$ cat src/rtl/rxq_pkg.sv
package rxq_pkg;
  // trigger code -> fill threshold in bytes
  function automatic int trig_level(input logic [1:0] code);
    case (code)
      2'b00:   return 1;
      2'b01:   return 4;
      2'b10:   return 8;
      default: return 14;
    endcase
  endfunction
endpackage

$ cat src/rtl/rxq_ram.sv
module rxq_ram #(
  parameter int DEPTH = 16,
  parameter int W     = 8,
  localparam int AW   = $clog2(DEPTH)
) (
  input  logic          clk,
  input  logic          wen,
  input  logic [AW-1:0] waddr,
  input  logic [W-1:0]  wdata,
  input  logic          ren,
  input  logic [AW-1:0] raddr,
  output logic [W-1:0]  rdata
);
  logic [W-1:0] mem [DEPTH];

  // read-first single-clock memory with a registered read port
  always_ff @(posedge clk) begin
    if (wen) mem[waddr] <= wdata;
    if (ren) rdata <= mem[raddr];
  end
endmodule

$ cat src/rtl/rxq_timeout.sv
module rxq_timeout #(
  parameter int TICKS = 4,
  localparam int TW   = $clog2(TICKS + 1)
) (
  input  logic clk,
  input  logic rst,
  input  logic restart,
  input  logic cancel,
  input  logic tick,
  input  logic has_data,
  output logic pending
);
  logic [TW-1:0] cnt_q;
  logic          armed_q;
  logic          pend_q;

  always_ff @(posedge clk) begin
    if (rst || cancel) begin
      cnt_q   <= '0;
      armed_q <= 1'b0;
      pend_q  <= 1'b0;
    end else if (restart) begin
      cnt_q   <= '0;
      armed_q <= 1'b1;
      pend_q  <= 1'b0;
    end else if (tick && armed_q) begin
      if (cnt_q == TW'(TICKS - 1)) begin
        cnt_q   <= '0;
        armed_q <= 1'b0;
        pend_q  <= has_data;
      end else begin
        cnt_q <= cnt_q + 1'b1;
      end
    end
  end

  assign pending = pend_q;

  // pending only rises when data was stored at expiry
  p_rise_needs_data_r8: assert property (@(posedge clk) disable iff (rst)
    $rose(pend_q) |-> $past(has_data));
  // a restart clears pending on the next cycle
  p_restart_clears_r8: assert property (@(posedge clk) disable iff (rst)
    (restart && !cancel) |=> !pend_q);
  // cancel clears pending
  p_cancel_clears_r9: assert property (@(posedge clk) disable iff (rst)
    cancel |=> !pend_q);
endmodule

$ cat src/rtl/rx_char_queue.sv
module rx_char_queue
  import rxq_pkg::*;
#(
  parameter int DEPTH     = 16,
  parameter int TMO_TICKS = 4,
  localparam int AW       = $clog2(DEPTH),
  localparam int CW       = $clog2(DEPTH + 1)
) (
  input  logic          clk,
  input  logic          rst,
  input  logic          in_valid,
  input  logic [7:0]    in_data,
  input  logic          in_break,
  input  logic          rd_strobe,
  output logic [7:0]    rd_data,
  input  logic          cfg_wr,
  input  logic          cfg_fifo_en,
  input  logic          cfg_rx_flush,
  input  logic [1:0]    cfg_trig,
  input  logic          lsr_rd,
  input  logic          char_tick,
  output logic [CW-1:0] fill_count,
  output logic          data_ready,
  output logic          overrun,
  output logic          break_seen,
  output logic          trig_hit,
  output logic          idle_pend
);
  // registered state
  logic          fifo_en_q;
  logic [1:0]    trig_code_q;
  logic [CW-1:0] count_q;
  logic [AW-1:0] wr_ptr_q, rd_ptr_q;
  logic          dr_q, brk_q, ovr_q, trig_q;
  logic [CW-1:0] fill_q;
  logic [7:0]    hold_q;
  logic          rd_sel_q;
  logic [7:0]    rd_byte_q;
  logic [7:0]    ram_q;

  // next-state terms
  logic          flush, do_pop, do_push, room;
  logic          ovr_set, brk_set, dr_set, rd_clear;
  logic [7:0]    rx_byte;
  logic [CW-1:0] count_n, fill_n;
  logic          dr_n, brk_n, ovr_n, trig_n, fifo_en_n;
  logic [1:0]    trig_code_n;
  logic          tmo_restart;

  always_comb begin
    flush     = cfg_wr && (cfg_rx_flush || (cfg_fifo_en != fifo_en_q));
    rx_byte   = in_break ? 8'h00 : in_data;
    do_pop    = !flush && fifo_en_q && rd_strobe && (count_q != '0);
    room      = (count_q != CW'(DEPTH)) || do_pop;
    do_push   = !flush && fifo_en_q && in_valid && room;

    if (flush)                  count_n = '0;
    else if (do_push && !do_pop) count_n = count_q + 1'b1;
    else if (do_pop && !do_push) count_n = count_q - 1'b1;
    else                        count_n = count_q;

    ovr_set  = !flush && in_valid && (fifo_en_q ? !room : (dr_q && !rd_strobe));
    brk_set  = !flush && in_valid && in_break;
    dr_set   = !flush && in_valid;
    rd_clear = flush || (rd_strobe && (fifo_en_q ? (count_n == '0) : 1'b1));

    dr_n  = dr_set  | (dr_q  & ~rd_clear);
    brk_n = brk_set | (brk_q & ~rd_clear & ~lsr_rd);
    ovr_n = ovr_set | (ovr_q & ~lsr_rd);

    fifo_en_n   = cfg_wr ? cfg_fifo_en : fifo_en_q;
    trig_code_n = cfg_wr ? cfg_trig    : trig_code_q;
    fill_n      = fifo_en_n ? count_n : CW'(dr_n);
    trig_n      = fifo_en_n && (int'(count_n) >= trig_level(trig_code_n));

    tmo_restart = !flush && fifo_en_q && (rd_strobe || in_valid);
  end

  always_ff @(posedge clk) begin
    if (rst) begin
      fifo_en_q   <= 1'b0;
      trig_code_q <= 2'b00;
      count_q     <= '0;
      wr_ptr_q    <= '0;
      rd_ptr_q    <= '0;
      dr_q        <= 1'b0;
      brk_q       <= 1'b0;
      ovr_q       <= 1'b0;
      trig_q      <= 1'b0;
      fill_q      <= '0;
      hold_q      <= 8'h00;
      rd_sel_q    <= 1'b0;
      rd_byte_q   <= 8'h00;
    end else begin
      fifo_en_q   <= fifo_en_n;
      trig_code_q <= trig_code_n;
      count_q     <= count_n;
      dr_q        <= dr_n;
      brk_q       <= brk_n;
      ovr_q       <= ovr_n;
      trig_q      <= trig_n;
      fill_q      <= fill_n;
      if (flush) begin
        wr_ptr_q <= '0;
        rd_ptr_q <= '0;
      end else begin
        if (do_push) wr_ptr_q <= (wr_ptr_q == AW'(DEPTH - 1)) ? '0 : wr_ptr_q + 1'b1;
        if (do_pop)  rd_ptr_q <= (rd_ptr_q == AW'(DEPTH - 1)) ? '0 : rd_ptr_q + 1'b1;
      end
      if (!flush && !fifo_en_q && in_valid) hold_q <= rx_byte;
      if (rd_strobe) begin
        rd_sel_q  <= fifo_en_q && (count_q != '0);
        rd_byte_q <= fifo_en_q ? 8'h00 : hold_q;
      end
    end
  end

  rxq_ram #(.DEPTH(DEPTH), .W(8)) u_ram (
    .clk   (clk),
    .wen   (do_push),
    .waddr (wr_ptr_q),
    .wdata (rx_byte),
    .ren   (rd_strobe),
    .raddr (rd_ptr_q),
    .rdata (ram_q)
  );

  rxq_timeout #(.TICKS(TMO_TICKS)) u_tmo (
    .clk      (clk),
    .rst      (rst),
    .restart  (tmo_restart),
    .cancel   (flush),
    .tick     (char_tick),
    .has_data (count_q != '0),
    .pending  (idle_pend)
  );

  assign rd_data    = rd_sel_q ? ram_q : rd_byte_q;
  assign fill_count = fill_q;
  assign data_ready = dr_q;
  assign overrun    = ovr_q;
  assign break_seen = brk_q;
  assign trig_hit   = trig_q;

  // stored count bounded by depth
  p_fill_bound_r3: assert property (@(posedge clk) disable iff (rst)
    count_q <= CW'(DEPTH));
  // full, written, not read -> dropped and overrun flagged
  p_full_drop_r3: assert property (@(posedge clk) disable iff (rst)
    (fifo_en_q && count_q == CW'(DEPTH) && in_valid && !rd_strobe && !cfg_wr)
      |=> (ovr_q && count_q == CW'(DEPTH)));
  // queue unused in single-byte mode
  p_single_slot_r4: assert property (@(posedge clk) disable iff (rst)
    !fifo_en_q |-> count_q == '0);
  // data-ready follows occupancy in queue mode
  p_dr_tracks_fill_r6: assert property (@(posedge clk) disable iff (rst)
    fifo_en_q |-> (dr_q == (count_q != '0)));
  // trigger only with stored data in queue mode
  p_trig_needs_data_r7: assert property (@(posedge clk) disable iff (rst)
    trig_q |-> (fifo_en_q && count_q != '0));
  // explicit flush empties the queue
  p_flush_empties_r9: assert property (@(posedge clk) disable iff (rst)
    (cfg_wr && cfg_rx_flush) |=> (count_q == '0 && !dr_q && !brk_q));
  // status read without a receive clears sticky flags
  p_lsr_clears_r11: assert property (@(posedge clk) disable iff (rst)
    (lsr_rd && !in_valid) |=> (!ovr_q && !brk_q));
endmodule

$ cat config.mk
export PLATFORM = sky130hd
export DESIGN_NAME = rx_char_queue
export DESIGN_NICKNAME = d
export VERILOG_FILES = /design/src/rtl/rxq_pkg.sv /design/src/rtl/rxq_ram.sv /design/src/rtl/rxq_timeout.sv /design/src/rtl/rx_char_queue.sv
export SDC_FILE = /design/constraint.sdc
export NUM_CORES = 1
export LEC_CHECK = 0
export BUFFER_PORTS_ARGS = -buffer_cell sky130_fd_sc_hd__buf_2
export CORE_ASPECT_RATIO = 1.75
export CORE_MARGIN = 4
export CORE_UTILIZATION = 45
export CTS_BUF_LIST = sky130_fd_sc_hd__clkbuf_2 sky130_fd_sc_hd__clkbuf_4 sky130_fd_sc_hd__clkbuf_8
export CTS_CLUSTER_DIAMETER = 120
export DETAILED_ROUTE_END_ITERATION = 16
export GPL_TIMING_DRIVEN = 0
export SYNTH_ARGS = -nofsm -noshare
export SYNTH_HDL_FRONTEND = slang
export SYNTH_SLANG_ARGS = --single-unit
$ cat constraint.sdc
create_clock -name clk -period 2.5 [get_ports clk]
set_clock_uncertainty 0.05 [all_clocks]
set_input_delay 0.625 -clock clk [delete_from_list [all_inputs] [get_ports clk]]
set_output_delay 0.625 -clock clk [all_outputs]
set_load 0.03 [all_outputs]
==> metrics.yaml, run 1 <==
nNetsFinal: 596
grt_busiest_layer: "met2"
synth_edf_count: 136
fin_crit_ns: 2.92
die_w_um: 106
io_pins: 38
p_per_area_nw_per_um2: 612
hpwl_mm: 12.3
rsz0062_at_grt: "yes"
finalPower_mw: 5.50
rows: 62
r2r_end: "trig_hit"
syn-num-nets: 518
grt_pass1_wl_mm: 27.0
synth_seq_cells: 183
final_cell_area_um2: 8980
report.final.slew_viol_count: 0
cts_root_buf: "clkbuf_8"
viasPerCell: 5.49
timing.rr.start: "count_q[1]"
holdCritStartpoint: "u_tmo.cnt_q[2]"
synth_most_common_cell: "edfxtp_1"
fp.dieH_um: 180
antenna_found_initial: 0
clk-insertion-delay-late_ns: 0.45
area_growth_pct: 18.6
crit_arrival_ns: 3.21
coreArea_um2: 16400
finalSetupTns_ns: -0.740
r2r_setup_slack_ns: -0.42
worst_slew_pin_slew_ns: 1.34
syn_area_per_cell_um2: 15.6
async_reset_ff_share_pct: 0
placed_area_um2: 8040
synth_top_cell_area_share_pct: 53.9
multi_input_area_um2: 2640
synthTopCellsByCount: "136 x edfxtp_1, 52 x nor2_1, 47 x dfxtp_1, 40 x mux4_2, 23 x a21oi_1"
crit_type: "reg2reg"
crit_path_end_kind: "flop"
finalWorstSetupSlack_ns: -0.417
drt-wirelength-per-cell_um: 21.5
tritoncts_num_sinks: 183
hp-class: "reg2reg"
fin_cells: 800
gp_congestion: 0.843
grtUsageMet3_pct: 3.12
tritoncts: "done"
ys_types: 48
violations: "setup timing"
grt_overflow: 0
numCtsBuffers: 17
use_met2_pct: 37.2
grt_max_degree: 20
fmaxAchievable_ghz: 0.343
htreeDepth: 4
regArea_um2: 5030
maxCapViolations: 0
path_max_fanout: 3
drtPass1Iterations: 6
antenna_cells: 0
yosysSeqAreaShare_pct: 66.4
drc_errors: 0
ys_warn_count: 0
fill_cells: 1350
slew_headroom_pct: 10.3
cp-start-kind: "flop"
port_buffers: 35
use_met1_pct: 19.5
drt_first_iter_violations: 302
grt_pass1_vias: 4683
start_util_pct: 46.0
setup_viol: 3
max-vdd-ir-drop_mv: 0.340
reg2regPathDepth: 13
routed_wl_mm: 17.2
synth-main-ff-cell: "edfxtp_1"
hold_slack_ns: 0.395
fin_crit_sh_pct: 117
whs_path_depth: 2
hold_viol: 0
grt.total_usage_pct: 19.2
dieArea_um2: 19000
clock_path_buffers: 2
min_delay_worst_endpoint: "u_tmo.cnt_q[2]"
synth_area_leader_cell: "edfxtp_1"
antenna_left: 0
drive_gt1_share_pct: 34.9
clk_pin_slew_ns: 0.10
required_ns: 2.79
syn-instance-count: 485
vias: 4392
dp_cells: 744
status: "finished, violations left"
leakage_nw: 3.00
synthTopCellsByArea: "edfxtp_1 54%, dfxtp_1 12%, mux4_2 12%"
netlist_area_um2: 7570
## what timing repair did
action	CTS	global route
pin swaps	18	7
hold buffers	0	0
endpoints found under the setup margin	140	128
gates resized for setup	54	13
setup buffers	17	8
## area by class of cell
class,count,share of cell area [%]
Clock buffer,17,2.61
Buffer,26,1.39
Inverter,11,0.515
Multi-Input combinational cell,264,29.4
Tap cell,224,3.12
Timing Repair Buffer,60,5.20
Sequential cell,183,56.0
Clock inverter,15,1.74
## layer usage
metal / up-vias / part of all wire (%)
met2: 121 / 58
li1: 2008 / -
met4: 0 / 4.5
met1: 2222 / 34
met3: 41 / 3.2
met5: - / 0
## worst max-delay path by stage
stage	slack, ns	cells after the start	from	endpoint
after floorplan	-0.19	13	count_q[1]	trig_hit
after global placement	-1.01	7	rd_strobe	u_ram.mem[1][1]
after detailed placement	-1.03	7	rd_strobe	u_ram.mem[0][2]
after CTS	-0.44	12	count_q[0]	trig_hit
after global routing	-0.51	13	count_q[1]	trig_hit
final	-0.42	13	count_q[1]	trig_hit
## where the power goes
group	switching (mW)	total, mW	internal, mW	leakage, nW
Clock	1.16	1.91	0.752	0.198
Combinational	0.185	0.300	0.115	1.21
Sequential	0.0114	3.29	3.28	1.59
Total	1.36	5.50	4.14	3.00
## stage by stage
stage               setup WS (ns)  utilization (%)
finish                     -0.417             54.6
global placement            -1.01             48.9
floorplan                  -0.188                -
detailed placement          -1.03             48.9
CTS                        -0.444             53.9
global route               -0.515             54.6
## sequential cells by signal (all words and copies together) (netlist names), 2 cells and up
name and count:
u_tmo.cnt_q 3, fill_count 5, hold_q 8, u_ram.mem 128, rd_byte_q 8, count_q 5
rd_ptr_q 4, u_ram.rdata 8, trig_code_q 2, wr_ptr_q 4
## layout by cell type (no fill, tap or decap), types with 4 or more instances in the layout
cell        n
a21oi_1    21
nand2_2     4
mux2_2     11
nor3_4      4
edfxtp_1  136
dfxtp_1    44
buf_12      8
clkbuf_1   13
inv_1       9
clkbuf_2    5
clkbuf_8   17
mux2i_1    13
xor2_1      4
nand2_1    17
nand3_1     7
buf_2      37
nor2b_1     8
nand2b_1   15
ha_1       11
buf_4      17
nor2_4     12
mux4_2     40
nand3b_1   10
inv_8       6
nor2_1     38
## critical path: stages, from the launching register on
cell	delay, ns
dfxtp_4	0.38
inv_4	0.06
ha_4	0.14
or4b_4	0.48
a211oi_4	0.30
nor2_2	0.09
xnor2_2	0.25
nand2b_4	0.21
ha_4	0.20
nand2b_4	0.13
a21o_1	0.14
a21o_1	0.16
a21oi_2	0.15
a21oi_2	0.06
## logic make-up after synthesis
| kind of cell | count (synthesis) | share of synthesized area (%) |
|---|---|---|
| XOR/XNOR | 5 | 0.578 |
| adder cells (fa/ha/maj) | 13 | 2.15 |
| AND/OR/NAND/NOR | 134 | 8.94 |
| multiplexers | 64 | 15.3 |
| flip-flops | 183 | 66.4 |
| buffers and inverters | 38 | 2.05 |
| AO/OA/AOI/OAI | 48 | 4.68 |
Power figures use the tool's default switching activity.
==> run 2: changes to the inputs <==
CTS_BUF_LIST = default   (was sky130_fd_sc_hd__clkbuf_2 sky130_fd_sc_hd__clkbuf_4 sky130_fd_sc_hd__clkbuf_8)
==> run 2 against run 1 <==
Effect of this change: the flow still finishes with violations (setup timing); combinational power hardly changed; clock power is 36% higher; cell area is 2.3% higher; via count is 0.39% higher; sequential power hardly changed; critical endpoint unchanged.
==> metrics.yaml, run 2 (synthesized netlist as in run 1, its figures left out) <==
tritoncts_num_sinks: 183
cts_root_buf: "clkbuf_16"
hpwl_mm: 12.3
holdCritStartpoint: "u_tmo.cnt_q[2]"
fin_util_pct: 55.8
final_cell_area_um2: 9180
required_ns: 2.76
crit_buf_inv: 1
max-vdd-ir-drop_mv: 0.366
die_w_um: 106
rows: 62
final_common_cell: "edfxtp_1"
hp-class: "reg2reg"
vias: 4409
grt_pass1_vias: 4763
maxCapViolations: 0
seqPwrFrac_pct: 53.1
violations: "setup timing"
area_growth_pct: 21.3
hold_viol: 0
crit_arrival_ns: 3.17
grt_pass1_wl_mm: 27.3
fin_crit_sh_pct: 116
fin_crit_ns: 2.91
cp_top_family: "simple AND/OR/NAND/NOR gates"
fp.dieH_um: 180
cts_hold_buf: 0
clk-insertion-delay-late_ns: 0.43
coreArea_um2: 16400
place_ws_ns: -1.03
clock_path_buffers: 2
p_comb_share_pct: 4.9
drt-wirelength-per-cell_um: 21.8
crit_type: "reg2reg"
clk_pin_slew_ns: 0.07
crit_path_end_kind: "flop"
drt_first_iter_violations: 323
cp_slowest_cell: "or4b_4"
routed_wl_mm: 17.4
leakage_nw: 3.09
report.final.slew_viol_count: 0
crit_start: "count_q[1]"
top_register: "u_ram.mem"
placed_area_um2: 8040
path_cells: "inv_4 -> ha_4 -> or4b_4 -> a211oi_4 -> nor2_2 -> xnor2_2 -> nand2b_4 -> ha_4 -> nand2b_4 -> a21o_1 -> a21o_1 -> a21oi_2 -> a21oi_2"
nNetsFinal: 598
fmaxAchievable_ghz: 0.344
status: "finished, violations left"
largest_reg_flops: 128
layout_common_cells: "136 x edfxtp_1, 44 x dfxtp_1, 40 x mux4_2, 38 x nor2_1, 37 x buf_2"
antenna_left: 0
grt.total_usage_pct: 19.5
grt_overflow: 0
numCtsBuffers: 17
p_sw_mw: 1.46
start_util_pct: 46.0
worst_slew_pin_slew_ns: 1.39
finalWorstSetupSlack_ns: -0.408
gp_congestion: 0.843
io_pins: 38
drive_gt1_share_pct: 34.9
antenna_found_initial: 0
p_per_area_nw_per_um2: 674
drc_errors: 0
dieArea_um2: 19000
switching_share_pct: 23.6
grt_max_degree: 20
slew_headroom_pct: 7.14
path_max_fanout: 5
cp-start-kind: "flop"
port_buffers: 35
drtPass1Iterations: 4
setup_viol: 3
timing.rr.start: "count_q[1]"
rsz0062_at_grt: "yes"
viasPerCell: 5.50
clock_power_share_pct: 42.0
p_int_mw: 4.73
cpPeakStageDelay_ns: 0.48
tritoncts: "done"
antenna_cells: 0
htreeDepth: 4
[run 2: cell count changes in the layout (fill, tap and decap cells not counted)]
| cell | change |
|---|---|
| buf_4 | +1 |
| clkbuf_1 | +1 |
| clkbuf_16 | +17 |
| clkbuf_8 | -17 |
[run 2: repair_timing]
item | in CTS | in global routing
pin swaps | 19 | 6
endpoints found under the setup margin | 140 | 121
gates resized for setup | 54 | 13
buffers inserted | 18 | 7
[run 2: cell type report]
cell class / instances / area, µm²
plain buffers: 27 / 129
clock buffers: 17 / 425
clock inverters: 15 / 156
fillers: 1332 / 7260
inverters: 11 / 46.3
multi-input cells: 264 / 2640
flip-flops and latches: 183 / 5030
well taps: 224 / 280
repair buffers: 61 / 474
[run 2: worst reg2reg max path, delay by kind of cell, from the launching register on]
kind,cells,cell delay [ns]
xor gates and xnor gates,1,0.25
adders and majority gates,2,0.34
DFF,1,0.37
buffers and inverters,1,0.07
AOI/OAI and AO/OA,5,0.81
and+or+nand+nor,4,0.91
[run 2: through the flow]
stage	hold slack [ns]	cells	setup TNS, ns	total power, mW
after global routing	0.422	802	-2.30	6.40
after detailed placement	0.379	744	-92.83	3.62
after CTS	0.390	794	-0.854	6.21
after floorplan	0.360	485	-0.188	3.52
after global placement	0.375	744	-91.83	3.61
final	0.390	802	-0.677	6.19
[run 2: worst paths after layout]
path	end	slack (ns)	depth (start not counted)
worst min register to register	u_tmo.cnt_q[2]	0.39	2
worst max register to register	trig_hit	-0.41	13
worst max-delay path	trig_hit	-0.41	13
worst min-delay path	u_tmo.cnt_q[2]	0.39	2
[run 2: layer usage]
layer	GRT usage (%)	up-vias	routed length (µm)
met5	0	-	0
met4	8.61	0	680
met3	3.73	30	516
li1	-	2007	-
met2	37.5	108	10200
met1	19.9	2264	6070
[run 2: power by group through the flow]
stage | clock network (mW) | logic, mW | registers (mW)
finish | 2.60 | 0.302 | 3.29
global placement | 0 | 0.253 | 3.36
detailed placement | 0 | 0.260 | 3.36
CTS | 2.64 | 0.285 | 3.29
global route | 2.78 | 0.327 | 3.29
floorplan | 0 | 0.156 | 3.36
==> run 3: changes to the inputs <==
ABC_AREA = 1   (was default)
==> run 3 against run 2 <==
Effect of this change: global-route usage increased by 1.5 points; largest power group unchanged; sequential cell count unchanged; worst hold slack improved by 0.023 ns; critical path depth decreased by 7; utilization decreased by 2.6 points; highest routed layer unchanged; count of clock-buffer cells in the layout increased by 2; the flow now finishes without violations; worst setup slack improved by 0.45 ns; critical endpoint is now u_ram.rdata[7]; critical path type unchanged.
==> metrics.yaml, run 3 <==
synth_seq_cells: 183
synth-main-ff-cell: "edfxtp_1"
timing.rr.start: "rd_ptr_q[0]"
fin_util_pct: 53.2
synthTopCellsByArea: "edfxtp_1 52%, dfxtp_1 12%, nor2_1 6.3%"
grt.total_usage_pct: 20.9
netlist_area_um2: 7790
p_per_area_nw_per_um2: 702
r2r_end: "u_ram.rdata[7]"
antenna_left: 0
slew_headroom_pct: 2.57
drt-wirelength-per-cell_um: 19.9
reg2regPathDepth: 6
max-vdd-ir-drop_mv: 0.415
clock_path_buffers: 2
regArea_um2: 5030
async_reset_ff_share_pct: 0
syn-num-nets: 741
io_pins: 38
grt_pass1_wl_mm: 30.5
layout_common_cells: "136 x edfxtp_1, 112 x nor2_1, 80 x nand2_1, 48 x inv_1, 45 x o21ai_0"
fill_cells: 1461
setup_viol: 0
synth_top_cell_area_share_pct: 52.4
r2r_setup_slack_ns: 0.05
drc_errors: 0
tritoncts_num_sinks: 183
tritoncts: "done"
cts_root_buf: "clkbuf_16"
drive_gt1_share_pct: 17.4
hpwl_mm: 14.6
maxCapViolations: 0
place_ws_ns: -0.654
viasPerCell: 5.43
synth_edf_count: 136
clk-insertion-delay-late_ns: 0.43
cts_hold_buf: 0
drtPass1Iterations: 5
synth_area_leader_cell: "edfxtp_1"
start_util_pct: 46.0
fin_crit_sh_pct: 98.2
port_buffers: 36
min_delay_worst_endpoint: "u_tmo.pending"
numCtsBuffers: 17
crit_type: "reg2reg"
antenna_found_initial: 0
largest_reg_flops: 128
finalWorstSetupSlack_ns: 0.0457
fp.dieH_um: 182
syn_area_per_cell_um2: 11.0
fin_crit_ns: 2.45
ys_warn_count: 0
worst_slew_pin_slew_ns: 1.46
vias: 5468
htreeDepth: 4
status: "finished, final reports clean"
coreArea_um2: 16900
nNetsFinal: 800
path_max_fanout: 10
synthTopCellsByCount: "136 x edfxtp_1, 131 x nor2_1, 81 x nand2_1, 50 x inv_1, 47 x dfxtp_1"
fmaxAchievable_ghz: 0.407
report.final.slew_viol_count: 0
hold_viol: 0
drt_first_iter_violations: 353
die_w_um: 107
dieArea_um2: 19600
hp-class: "reg2reg"
antenna_cells: 0
clk_pin_slew_ns: 0.08
top_register: "u_ram.mem"
cp-start-kind: "flop"
yosysSeqAreaShare_pct: 64.5
synth_most_common_cell: "edfxtp_1"
final_common_cell: "edfxtp_1"
rsz0062_at_grt: "yes"
ys_types: 43
rows: 63
holdCritStartpoint: "u_tmo.pending"
grt_pass1_vias: 5670
syn-instance-count: 708
grt_max_degree: 20
required_ns: 2.73
routed_wl_mm: 20.0
whs_path_depth: 2
area_growth_pct: 15.8
crit_path_end_kind: "flop"
gp_congestion: 0.929
crit_arrival_ns: 2.68
leakage_nw: 3.23
multi_input_area_um2: 2510
grt_overflow: 0
run 3: worst max-delay path by stage:
stage	depth (start not counted)	end	slack (ns)	start
floorplan	12	u_ram.mem[3][0]	0.07	cfg_fifo_en
finish	6	u_ram.rdata[7]	0.05	rd_ptr_q[0]
global route	10	u_ram.mem[1][1]	-0.05	fifo_en_q
CTS	13	trig_hit	0.007	count_q[0]
detailed placement	11	u_ram.mem[11][5]	-0.65	rd_strobe
global placement	11	u_ram.mem[3][0]	-0.67	rd_strobe
run 3: where the power goes:
part	leakage [nW]	internal [mW]	total, mW	switching (mW)
Clock	0.287	1.39	2.65	1.26
Combinational	1.31	0.107	0.375	0.269
Sequential	1.63	3.29	3.31	0.0184
Total	3.23	4.79	6.33	1.55
run 3: timing repair:
item	CTS	global route
endpoints found under the setup margin	134	130
buffers inserted	0	3
pin swaps	1	4
gates resized for setup	25	15
run 3: final cells by class:
cell class              count  share of cell area [%]
inverters                  63                    2.68
multi-input cells         431                    27.8
well taps                 227                    3.15
plain buffers              31                    1.44
repair buffers             40                    2.68
flip-flops and latches    183                    55.8
clock inverters            13                    1.42
clock buffers              19                    5.04
run 3: critical path, stage by stage (launching register included):
cell and delay [ns]:
dfxtp_1 0.50, clkbuf_1 0.49, clkbuf_2 0.37, nor2_1 0.09
o32ai_1 0.54, nand2_1 0.11, nand3_1 0.14
run 3: metrics by stage:
step / total power [mW] / hold WS (ns) / setup TNS, ns / cells / instance area [µm²]
CTS: 6.34 / 0.417 / 0 / 1003 / 8900
finish: 6.33 / 0.414 / 0 / 1007 / 9020
detailed placement: 3.74 / 0.405 / -72.59 / 971 / 8250
global route: 6.53 / 0.433 / -1.24 / 1007 / 9020
floorplan: 3.61 / 0.382 / 0 / 708 / 7790
global placement: 3.73 / 0.393 / -68.26 / 971 / 8250
run 3: kinds of logic (layout without fill, tap and decap cells):
| logic type | after synthesis | count (layout) | share of synthesized area (%) |
|---|---|---|---|
| buffers and inverters | 94 | 166 | 4.72 |
| flip-flops | 183 | 183 | 64.5 |
| AO/OA/AOI/OAI | 131 | 131 | 10.7 |
| multiplexers | 11 | 11 | 1.41 |
| AND/OR/NAND/NOR | 270 | 270 | 15.9 |
| adder cells (fa/ha/maj) | 13 | 13 | 2.09 |
| XOR/XNOR | 6 | 6 | 0.675 |
run 3: per-layer routing:
layer	global-route usage (%)	vias to the layer above	routed length (µm)
li1	-	2607	-
met1	21.1	2637	7280
met2	39.6	173	11000
met3	3.63	51	790
met4	11.5	0	945
met5	0	-	0
